`src/rtl/usbrx_pkg.sv`:
```
// Package: shared types for the USB low/full-speed line receiver.
// Assumes: symbol codes are visible on the top-level symbol output.
package usbrx_pkg;

    typedef enum logic [1:0] {
        SYM_SE0 = 2'd0,
        SYM_J   = 2'd1,
        SYM_K   = 2'd2,
        SYM_SE1 = 2'd3
    } usb_sym_t;

    typedef enum logic [1:0] {
        ST_IDLE = 2'd0,
        ST_BITS = 2'd1,
        ST_END  = 2'd2
    } rx_state_t;

endpackage

```
`src/rtl/usbrx_line_sync.sv`:
```
// Module: usbrx_line_sync
// Synchronises D+ and D- through SYNC_STAGES flops each, then classifies
// the synchronised pair into a line symbol using the speed select.
// Assumes: the speed select is quasi-static and changes only while the
// line shows SE0 or while the receiver is held in reset.
module usbrx_line_sync
    import usbrx_pkg::*;
#(
    parameter int SYNC_STAGES = 2
) (
    input  logic     clk,
    input  logic     rst_n,
    input  logic     dp_i,
    input  logic     dm_i,
    input  logic     low_speed_i,
    output usb_sym_t sym_o
);

    localparam int NLINES = 2;

    logic [NLINES-1:0] raw;
    logic [NLINES-1:0] synced;

    assign raw = {dp_i, dm_i};

    for (genvar g = 0; g < NLINES; g++) begin : g_line
        logic [SYNC_STAGES-1:0] chain_q;

        // Shift the line value through its synchroniser chain.
        always_ff @(posedge clk) begin
            if (!rst_n) chain_q <= '0;
            else        chain_q <= {chain_q[SYNC_STAGES-2:0], raw[g]};
        end

        assign synced[g] = chain_q[SYNC_STAGES-1];
    end

    // Map the synchronised {D+,D-} pair to a symbol for the selected speed.
    always_comb begin
        unique case (synced)
            2'b00:   sym_o = SYM_SE0;
            2'b11:   sym_o = SYM_SE1;
            2'b10:   sym_o = low_speed_i ? SYM_K : SYM_J;
            default: sym_o = low_speed_i ? SYM_J : SYM_K;
        endcase
    end

endmodule

```
`src/rtl/usbrx_bit_timer.sv`:
```
// Module: usbrx_bit_timer
// Places sample points at the centre of each bit, counted from the
// start-of-packet cycle. It never re-aligns to later line edges.
// Assumes: CLKS_PER_BIT >= 4.
module usbrx_bit_timer #(
    parameter int CLKS_PER_BIT = 8
) (
    input  logic clk,
    input  logic rst_n,
    input  logic start_i,
    input  logic run_i,
    output logic strobe_o
);

    localparam int            CW   = (CLKS_PER_BIT > 2) ? $clog2(CLKS_PER_BIT) : 2;
    localparam logic [CW-1:0] LAST = CW'(CLKS_PER_BIT - 1);
    localparam logic [CW-1:0] HALF = CW'(CLKS_PER_BIT / 2);

    logic [CW-1:0] phase_q;

    // Track the clocks elapsed within the current bit period.
    always_ff @(posedge clk) begin
        if (!rst_n)                phase_q <= '0;
        else if (start_i)          phase_q <= CW'(1);
        else if (run_i)            phase_q <= (phase_q == LAST) ? '0 : phase_q + CW'(1);
    end

    assign strobe_o = run_i && (phase_q == HALF);


    strobe_gap_chk: assert property (@(posedge clk) disable iff (!rst_n)
        strobe_o |=> !strobe_o);

endmodule

```
`src/rtl/usbrx_nrzi_destuff.sv`:
```
// Module: usbrx_nrzi_destuff
// NRZI-decodes sampled J/K symbols and removes the zero that follows
// six consecutive ones. Its outputs are registered one-cycle strobes.
// Assumes: sample_i is high only for J or K symbols inside a packet.
module usbrx_nrzi_destuff
    import usbrx_pkg::*;
#(
    parameter int STUFF_RUN = 6
) (
    input  logic     clk,
    input  logic     rst_n,
    input  logic     clear_i,
    input  logic     sample_i,
    input  usb_sym_t sym_i,
    output logic     bit_valid_o,
    output logic     bit_data_o,
    output logic     stuff_o
);

    localparam int            OW      = $clog2(STUFF_RUN + 2);
    localparam logic [OW-1:0] RUN_MAX = OW'(STUFF_RUN + 1);
    localparam logic [OW-1:0] RUN_LEN = OW'(STUFF_RUN);

    usb_sym_t      prev_q;
    logic [OW-1:0] ones_q;
    logic          same;

    assign same = (sym_i == prev_q);

    // Decode one sample: emit a data bit or drop a stuff bit.
    always_ff @(posedge clk) begin
        if (!rst_n) begin
            prev_q      <= SYM_J;
            ones_q      <= '0;
            bit_valid_o <= 1'b0;
            bit_data_o  <= 1'b0;
            stuff_o     <= 1'b0;
        end else begin
            bit_valid_o <= 1'b0;
            stuff_o     <= 1'b0;
            if (clear_i) begin
                prev_q <= SYM_J;
                ones_q <= '0;
            end else if (sample_i) begin
                prev_q <= sym_i;
                if (!same && ones_q == RUN_LEN) begin
                    stuff_o <= 1'b1;
                    ones_q  <= '0;
                end else begin
                    bit_valid_o <= 1'b1;
                    bit_data_o  <= same;
                    if (!same)                ones_q <= '0;
                    else if (ones_q != RUN_MAX) ones_q <= ones_q + OW'(1);
                end
            end
        end
    end


    stuff_after_run_chk: assert property (@(posedge clk) disable iff (!rst_n)
        stuff_o |-> ($past(ones_q) == RUN_LEN) && (ones_q == '0));


    zero_clears_run_chk: assert property (@(posedge clk) disable iff (!rst_n)
        (bit_valid_o && !bit_data_o) |-> (ones_q == '0));

endmodule

```
`src/rtl/usbrx_receiver.sv`:
```
// Module: usbrx_receiver (top)
// Receives a low- or full-speed USB packet from D+/D-. It detects the
// start of packet, samples at bit centres, decodes NRZI, removes stuff
// bits and detects the end of packet. Every output is a one-cycle strobe.
// Assumes: clk runs at CLKS_PER_BIT times the selected bit rate.
module usbrx_receiver
    import usbrx_pkg::*;
#(
    parameter int CLKS_PER_BIT = 8,
    parameter int SYNC_STAGES  = 2,
    parameter int STUFF_RUN    = 6
) (
    input  logic       clk,
    input  logic       rst_n,
    input  logic       dp_i,
    input  logic       dm_i,
    input  logic       low_speed_i,
    output logic [1:0] line_sym_o,
    output logic       bit_valid_o,
    output logic       bit_data_o,
    output logic       stuff_o,
    output logic       sop_o,
    output logic       eop_o,
    output logic       err_o
);

    usb_sym_t  sym;
    usb_sym_t  idle_last_q;
    rx_state_t state_q;
    logic      strobe;
    logic      sop_det;
    logic      data_sample;

    usbrx_line_sync #(.SYNC_STAGES(SYNC_STAGES)) u_sync (
        .clk         (clk),
        .rst_n       (rst_n),
        .dp_i        (dp_i),
        .dm_i        (dm_i),
        .low_speed_i (low_speed_i),
        .sym_o       (sym)
    );

    usbrx_bit_timer #(.CLKS_PER_BIT(CLKS_PER_BIT)) u_timer (
        .clk      (clk),
        .rst_n    (rst_n),
        .start_i  (sop_det),
        .run_i    (state_q != ST_IDLE),
        .strobe_o (strobe)
    );

    usbrx_nrzi_destuff #(.STUFF_RUN(STUFF_RUN)) u_decode (
        .clk         (clk),
        .rst_n       (rst_n),
        .clear_i     (sop_det),
        .sample_i    (data_sample),
        .sym_i       (sym),
        .bit_valid_o (bit_valid_o),
        .bit_data_o  (bit_data_o),
        .stuff_o     (stuff_o)
    );

    assign line_sym_o = sym;

    // Find the idle J-to-K change and qualify data samples.
    always_comb begin
        sop_det     = (state_q == ST_IDLE) && (idle_last_q == SYM_J) && (sym == SYM_K);
        data_sample = strobe && (state_q == ST_BITS) && (sym == SYM_J || sym == SYM_K);
    end

    // Packet state machine, with registered start, end and error strobes.
    always_ff @(posedge clk) begin
        if (!rst_n) begin
            state_q     <= ST_IDLE;
            idle_last_q <= SYM_J;
            sop_o       <= 1'b0;
            eop_o       <= 1'b0;
            err_o       <= 1'b0;
        end else begin
            sop_o <= 1'b0;
            eop_o <= 1'b0;
            err_o <= 1'b0;
            unique case (state_q)
                ST_IDLE: begin
                    idle_last_q <= sym;
                    if (sop_det) begin
                        state_q <= ST_BITS;
                        sop_o   <= 1'b1;
                    end
                end
                ST_BITS: begin
                    if (strobe && sym == SYM_SE0) begin
                        state_q <= ST_END;
                    end else if (strobe && sym == SYM_SE1) begin
                        state_q     <= ST_IDLE;
                        idle_last_q <= sym;
                        err_o       <= 1'b1;
                    end
                end
                ST_END: begin
                    if (strobe && sym != SYM_SE0) begin
                        state_q     <= ST_IDLE;
                        idle_last_q <= sym;
                        eop_o       <= (sym == SYM_J);
                        err_o       <= (sym != SYM_J);
                    end
                end
                default: state_q <= ST_IDLE;
            endcase
        end
    end


    strobe_excl_chk: assert property (@(posedge clk) disable iff (!rst_n)
        $onehot0({sop_o, bit_valid_o, stuff_o, eop_o, err_o}));


    sop_enters_packet_chk: assert property (@(posedge clk) disable iff (!rst_n)
        sop_o |-> (state_q == ST_BITS));


    end_to_idle_chk: assert property (@(posedge clk) disable iff (!rst_n)
        (eop_o || err_o) |-> (state_q == ST_IDLE));

endmodule

```
`config.mk`:
```
export PLATFORM = sky130hd
export DESIGN_NAME = usbrx_receiver
export DESIGN_NICKNAME = d
export VERILOG_FILES = /design/src/rtl/usbrx_pkg.sv /design/src/rtl/usbrx_line_sync.sv /design/src/rtl/usbrx_bit_timer.sv /design/src/rtl/usbrx_nrzi_destuff.sv /design/src/rtl/usbrx_receiver.sv
export SDC_FILE = /design/constraint.sdc
export NUM_CORES = 1
export LEC_CHECK = 0
export ABC_AREA = 0
export ABC_CLOCK_PERIOD_IN_PS = 2000
export BUFFER_PORTS_ARGS = -buffer_cell sky130_fd_sc_hd__buf_2
export CAP_MARGIN = 20
export CORE_MARGIN = 1.5
export CORE_UTILIZATION = 50
export DETAILED_ROUTE_END_ITERATION = 10
export HOLD_SLACK_MARGIN = 0.03
export PLACE_DENSITY = 0.69
export SLEW_MARGIN = 10
export SYNTH_ARGS = -nofsm -noshare
export SYNTH_HDL_FRONTEND = slang
export SYNTH_SLANG_ARGS = --single-unit
```
`constraint.sdc`:
```
create_clock -name clk -period 2 [get_ports clk]
set_input_delay 0.1 -clock clk [delete_from_list [all_inputs] [get_ports clk]]
set_output_delay 0.1 -clock clk [all_outputs]
set_load 0.05 [all_outputs]
```
## Word level (Yosys, flattened, before mapping)

Cells that the tools add are included.

| word-level totals | value |
|---|---|
| register bits after elaboration | 22 |
| input bits | 5 |
| output and inout bits | 8 |
| word-level logic and storage cells | 91 |

| cells by class | value |
|---|---|
| add/subtract/negate cells | 2 |
| equality and inequality tests | 20 |
| mux-type cells | 25 |
| bitwise gates (word level) | 4 |
| reductions and logical operators | 26 |

Operators with widths:

| cell | count |
|---|---|
| $mux W2 | 9 |
| $pmux W2 S3 | 3 |
| $mux W3 | 4 |
| $eq A2 B2 Y1 const B | 5 |
| $eq A3 B3 Y1 const B | 3 |
| $logic_and A1 B1 Y1 | 9 |
| $reduce_and A3 Y1 | 3 |
| $mux W1 | 8 |
| $add A3 B1 Y3 const B | 2 |
| $eq A2 B1 Y1 const B | 3 |
| $logic_not A2 Y1 | 3 |
| $ne A2 B2 Y1 const B | 3 |
| $ne A3 B3 Y1 const B | 2 |
| $reduce_bool A2 Y1 | 3 |
| $ne A2 B1 Y1 const B | 2 |
| $not A1 Y1 | 4 |
| $reduce_and A2 Y1 | 2 |
| $reduce_and A4 Y1 | 1 |
| $ne A3 B1 Y1 const B | 1 |
| $reduce_bool A3 Y1 | 1 |
| $reduce_or A3 Y1 | 1 |
| $eq A2 B2 Y1 | 1 |
| $pmux W1 S2 | 1 |
| $reduce_or A2 Y1 | 1 |
| 2 further kinds | 2 |

## Logic depth before layout (Yosys ltp)

| logic depth | value |
|---|---|
| word-level depth | 7 |
| mapped depth | 7 |
| depth with buffers taken out | 7 |

## By module

From an unflattened synthesis, not the netlist that was laid out.

| unflattened totals | value |
|---|---|
| cells, all modules | 120 |
| area, all modules | 1,182.4 um2 |

By module, submodules not included:

| module | times used | cells an instance | area each (um2) | sequential area each (um2) |
|---|---|---|---|---|
| usbrx_receiver | 1 | 49 | 457.9 | 140.1 |
| usbrx_nrzi_destuff | 1 | 44 | 420.4 | 160.2 |
| usbrx_bit_timer | 1 | 17 | 168.9 | 60.1 |
| usbrx_line_sync | 1 | 10 | 135.1 | 80.1 |

## Worst setup path after synthesis

Ideal clock, no wire load.

| timing path | value |
|---|---|
| path type | reg2reg |
| start point | register u_sync.g_line[1].chain_q[1] |
| end point | register u_decode.ones_q[0] |
| library setup time | 0.103 ns |
| arrival | 1.877 ns |
| data required time | 1.897 ns |
| setup slack | 0.019 ns |
| cell stages (with the launch flop) | 8 |
| path buffers | 0 |
| clock period less this slack | 1.981 ns |
| cell sequence | dfxtp_1 mux2i_1 inv_1 ha_1 and3b_1 nand2_1 nand2_1 a2111oi_2 |

| between the ends | value |
|---|---|
| word-level cells in the longest chain between the ends | 7 |
| elaborated cells between the ends (all ways) | 17 |
| classes of those cells | eq/ne: 6; mux: 3; reduce/logical: 8 |

RTL lines:

| what | line | text |
|---|---|---|
| start: declaration | usbrx_line_sync.sv:27 | `logic [SYNC_STAGES-1:0] chain_q;` |
| start signal: assignment | usbrx_line_sync.sv:32 | `else chain_q <= {chain_q[SYNC_STAGES-2:0], raw[g]};` |
| $eq A2 B2 Y1 / $logic_not A2 Y1 (equally long branches) | usbrx_line_sync.sv:40 | `unique case (synced)` |
| $pmux W2 S3 * | usbrx_line_sync.sv:40 |  |
| via line_sym_o[1] | usbrx_receiver.sv:18 | `output logic [1:0] line_sym_o,` |
| $eq A2 B2 Y1 | usbrx_nrzi_destuff.sv:28 | `assign same = (sym_i == prev_q);` |
| $logic_not A1 Y1 | usbrx_nrzi_destuff.sv:46 | `if (!same && ones_q == RUN_LEN) begin` |
| $logic_and A1 B1 Y1 | usbrx_nrzi_destuff.sv:46 |  |
| $ne A3 B3 Y1 (no line) | -- |  |
| $reduce_and A2 Y1 (no line) | -- |  |
| end signal: assignment | usbrx_nrzi_destuff.sv:53 | `else if (ones_q != RUN_MAX) ones_q <= ones_q + OW'(1);` |
| end: declaration | usbrx_nrzi_destuff.sv:25 | `logic [OW-1:0] ones_q;` |

Mark *: on every way through the listed nets, which the timed path passes. The rest lies on a longest branch.
A chain may end at the register's enable or synchronous reset.

## Worst setup path in the final report

| timing path | value |
|---|---|
| start point | register state_q[1] |
| end point | register state_q[1] |

| between the ends | value |
|---|---|
| word-level cells in the longest chain between the ends | 5 |
| elaborated cells between the ends (all ways) | 16 |
| classes of those cells | eq/ne: 5; mux: 2; reduce/logical: 9 |

RTL lines:

| what | line | text |
|---|---|---|
| start: declaration | usbrx_receiver.sv:29 | `rx_state_t state_q;` |
| start signal: assignment | usbrx_receiver.sv:73 | `state_q <= ST_IDLE;` |
| start signal: assignment | usbrx_receiver.sv:86 | `state_q <= ST_BITS;` |
| start signal: assignment | usbrx_receiver.sv:92 | `state_q <= ST_END;` |
| $reduce_bool A2 Y1 / $logic_not A2 Y1 (equally long branches) | usbrx_receiver.sv:47, usbrx_receiver.sv:66, usbrx_receiver.sv:82 |  |
| $logic_and A1 B1 Y1 (on tied branches) | usbrx_bit_timer.sv:28, usbrx_receiver.sv:66 |  |
| $logic_and A1 B1 Y1 (on tied branches) | -- |  |
| $ne A3 B1 Y1 (no line) (tied with other cells) | -- |  |
| $reduce_and A3 Y1 (no line) / $pmux W2 S3 (equally long branches) | -- |  |

Parallel ways exist; a longest one is shown, timed or not.

==> results <==
- The flow ran to the end, and the final reports show no timing, DRC or antenna violations.
- For this design the ratio of total power to cell area is 813 nW/um^2.
- Of the total synthesized cell area, the portion taken by XOR and XNOR cells is 0.
- The count of warnings emitted by yosys is 0.
- The share of synthesized registers carrying an async set or reset is 0.
- The total grt overflow is 0.
- Synthesis instantiated between 40 and 50 different standard cells from the library.
- Setup repair after global routing could not meet its margin everywhere.
- In this run the static leakage power is 0.624 nW.
- The initial antenna violation count is 0.
- The area fraction in compound gates after synthesis is 0.171.
- The fraction of layout instances using a drive strength above 1 is 0.203.
- The type of origin of the critical path is a flip-flop.
- The required time at the worst-slack endpoint is 2.23 ns.
- The global-route wire length before repair is about 4000 um.
- The clock sink total is 22.
- The placed standard-cell area is 1350 um^2.
- In this run the deepest clock path goes through 2 buffers.
- The via count of the first global-routing pass is 934.
- The chip width is 53.3 um.
- Clock skew on the completed layout was measured at 0.00614 ns.
- The post-route fraction of the period consumed by the critical path is 0.958.
- The launch point of the worst reg-to-reg path is state_q[1]$_SDFFE_PN0P_.
- The worst-margin pin slew is 0.350 ns.
- In this run, synthesis inferred 0 flip-flops with an integrated enable.
- The share of the yosys chip area belonging to registers is 0.349.
- For this block, the via count after detailed routing is 986.
- The layout overhead on the synthesized area is 14.4%.
- In the global route stage, overall resource usage came out at 0.190.
- IR analysis of the VDD net gives a maximum drop of 609 uV.
- The routability-driven placement congestion ratio is roughly 0.75.
- After detailed routing, the number of remaining DRC violations is 0.
- In the synthesized netlist the dominant register cell turns out to be sky130_fd_sc_hd__dfxtp_1.
- Clock-pin slew was measured on the worst setup and hold paths at 0.13 ns.
- TritonCTS built the clock tree.
- The die outline height is about 53 um.
- The biggest area contributor in the post-synthesis netlist is sky130_fd_sc_hd__dfxtp_1.
- In the layout the commonest cells are sky130_fd_sc_hd__dfxtp_1, sky130_fd_sc_hd__ha_1, sky130_fd_sc_hd__buf_2, sky130_fd_sc_hd__nand2_1, sky130_fd_sc_hd__inv_1.
- Counting every net in the synthesized netlist gives 152.
- The starting density of the core is 0.519.
- The share of Yosys cell area claimed by the top area cell type is 0.349.
- The repair_antennas step left the layout with diodes totalling 0.
- Setup slack on the worst reg-to-reg path comes out at 0.08 ns.
- The path depth of the worst reg2reg path is 7.
- The most frequent standard cell in the layout excluding fill and tap cells is sky130_fd_sc_hd__dfxtp_1.
- The capture point of the worst reg-to-reg path is state_q[1]$_SDFFE_PN0P_.
- The average instance in the mapped netlist occupies between 9 and 10 um^2.
- After synthesis, the largest family of logic cells by area is simple AND/OR/NAND/NOR gates.
- Along the worst path, the maximum fanout reaches 7.
- The final core utilization is 0.594.
- The total of buffers placed on input and output ports is 12.
- The share of cell area taken by muxes after synthesis is 0.0396.
- The average detailed-routed wire length per instance is 13.1 um.
- The total clock buffers created by CTS is 3.
- The worst setup path is captured at a flip-flop.
- In this run the tightest slew margin relative to its limit is 0.760.
- The worst-skew pair later-pin latency is between 0.3 and 0.4 ns.
- The region available for standard cell placement spans 2430 um^2.
- After floorplanning, the core was divided into 18 placement rows.
- Of the total synthesized cell area, the portion taken by full adders, half adders and majority gates is 0.149.
- The die footprint is between 2000 and 3000 um^2.
- In this run the post-CTS setup repair buffer count came out at 0.
- The synthesized design contains 22 register bits.
- The tool flagged a number of max-cap violations equal to 0.
- The worst path in the final design needs a cycle of 1.92 ns, including I/O delays and setup.
- Summing all non-filler instances in the final layout gives an area of roughly 1400 um^2.
- After the first detailed-routing iteration, the DRC count stood at 13.
- The most critical setup path has its startpoint at state_q[1]$_SDFFE_PN0P_.
- The end point of the critical path is state_q[1]$_SDFFE_PN0P_.
- The final count of pins violating max slew came to 0.
- Once routing completed, OpenROAD measured the worst setup slack at 0.0833 ns.
- The hold violation count in the final report is 0.
- The total placed cells including tap cells is 172.
- The vias per cell is 5.54.
- The post-synthesis cell area is 1260 um^2.
- The buffer type at the clock tree root is sky130_fd_sc_hd__clkbuf_4.
- After synthesis, the cell types taking the most area are sky130_fd_sc_hd__dfxtp_1, sky130_fd_sc_hd__ha_1, sky130_fd_sc_hd__mux2i_1.
- The min-delay analysis places its worst path in the category input port to flip-flop.
- The pre-CTS worst setup slack is -0.00508 ns.
- The number of ports placed on the die boundary is 13.
- The synthesized instance count is 132.
- The HPWL after detailed placement is 1740 um.
- The class of the most critical setup path is flip-flop to flip-flop.
- CTS built an H-tree with a depth of 1.
- The number of nets with antenna violations after routing is 0.
- Entering global routing, the biggest net connects 18 pins.
- Across all hold checks on the routed design, the worst slack comes to 0.101 ns.
- Of the total synthesized cell area, the portion taken by AND, OR, NAND and NOR gates is 0.251.
- The total length of routed wires is between 2000 and 2500 um.
- The first TritonRoute pass finished after 4 iterations.
- Timing would allow up to 522 MHz.
- Setup violations remaining at the end of the flow were counted as 0.
- For this run, the number of standard cells in the final layout without fillers is 178.
- For this run, the post-layout net count is approximately 170.
- Data arrives at the worst endpoint at 2.15 ns.
## layer usage
metal	share of wire	global-route usage	vias to the layer above
li1	-	-	500
met1	0.48	0.229	466
met2	0.47	0.329	15
met3	0.029	0.0254	5
met4	0.021	0.0897	0
met5	0	0	-
## synthesized netlist by cell type, types with 2 or more instances
| master | instances |
|---|---|
| sky130_fd_sc_hd__buf_2 | 2 |
| sky130_fd_sc_hd__inv_1 | 10 |
| sky130_fd_sc_hd__and2_1 | 6 |
| sky130_fd_sc_hd__a22oi_1 | 2 |
| sky130_fd_sc_hd__o21ai_1 | 2 |
| sky130_fd_sc_hd__a21oi_1 | 4 |
| sky130_fd_sc_hd__a21boi_0 | 2 |
| sky130_fd_sc_hd__nor2_1 | 8 |
| sky130_fd_sc_hd__nor3b_1 | 2 |
| sky130_fd_sc_hd__nand4b_1 | 2 |
| sky130_fd_sc_hd__o21ai_0 | 4 |
| sky130_fd_sc_hd__and4bb_1 | 2 |
| sky130_fd_sc_hd__and3_1 | 2 |
| sky130_fd_sc_hd__dfxtp_1 | 22 |
| sky130_fd_sc_hd__nand2_1 | 12 |
| sky130_fd_sc_hd__mux2i_1 | 5 |
| sky130_fd_sc_hd__a2111oi_2 | 2 |
| sky130_fd_sc_hd__o31ai_1 | 2 |
| sky130_fd_sc_hd__ha_1 | 15 |
| sky130_fd_sc_hd__nand3b_1 | 2 |
| sky130_fd_sc_hd__nor3_1 | 4 |
## cell type report
| cell class | instances | area, um^2 |
|---|---|---|
| clock buffer | 3 | 22.5 |
| clock inverter | 1 | 30.0 |
| fill | 223 | 988 |
| inverter | 10 | 37.5 |
| multi-input combinational | 97 | 786 |
| sequential | 22 | 443 |
| tap | 30 | 37.5 |
| timing repair buffer | 15 | 87.6 |
## power breakdown
part | internal, W | total, W | switching [W]
logic | 0.000139 | 0.000311 | 0.000172
clock network | 0.000203 | 0.000352 | 0.000149
registers | 0.000477 | 0.000512 | 0.0000347
## worst min-delay path by stage
stage | from | end | depth (start not counted)
floorplan | dm_i | u_sync.g_line[0].chain_q[0]$_SDFF_PN0_ | 1
global placement | dp_i | u_sync.g_line[1].chain_q[0]$_SDFF_PN0_ | 2
detailed placement | dm_i | u_sync.g_line[0].chain_q[0]$_SDFF_PN0_ | 2
CTS | rst_n | idle_last_q[0]$_SDFFE_PN1P_ | 2
global route | rst_n | idle_last_q[0]$_SDFFE_PN1P_ | 2
finish | rst_n | idle_last_q[0]$_SDFFE_PN1P_ | 2
## registers in the layout (all words and copies together), names as in the netlist, 2 cells and up
register	flops
u_sync.g_line.chain_q	4
u_decode.ones_q	3
u_timer.phase_q	3
idle_last_q	2
state_q	2
u_decode.prev_q	2
## critical path: stages, from the launching register on
cell                        delay [ns]
sky130_fd_sc_hd__dfxtp_1          0.41
sky130_fd_sc_hd__inv_1            0.10
sky130_fd_sc_hd__ha_1             0.25
sky130_fd_sc_hd__buf_4            0.18
sky130_fd_sc_hd__nand4bb_1        0.26
sky130_fd_sc_hd__a22oi_1          0.23
sky130_fd_sc_hd__nand2_1          0.12
sky130_fd_sc_hd__a32o_1           0.27
## cell families after synthesis
logic type / after synthesis
flip-flops: 22
buffers and inverters: 13
multiplexers: 5
AND/OR/NAND/NOR: 50
AO/OA/AOI/OAI: 27
adder cells (fa/ha/maj): 15
## metrics by stage
step	setup TNS [ns]	total power (W)
3_3_place_gp	0	0.000803
6_report	0	0.00117
2_1_floorplan	0	0.000743
5_1_grt	-0.0804	0.00124
3_5_place_dp	-0.00508	0.000821
4_1_cts	0	0.00118
## what timing repair did
action	4_1_cts	5_1_grt
hold buffers	2	0
gates resized for setup	2	6
pin swaps	0	0
hold endpoints to repair	2	0
endpoints found under the setup margin	2	7
(Power assumes the default switching activity.)
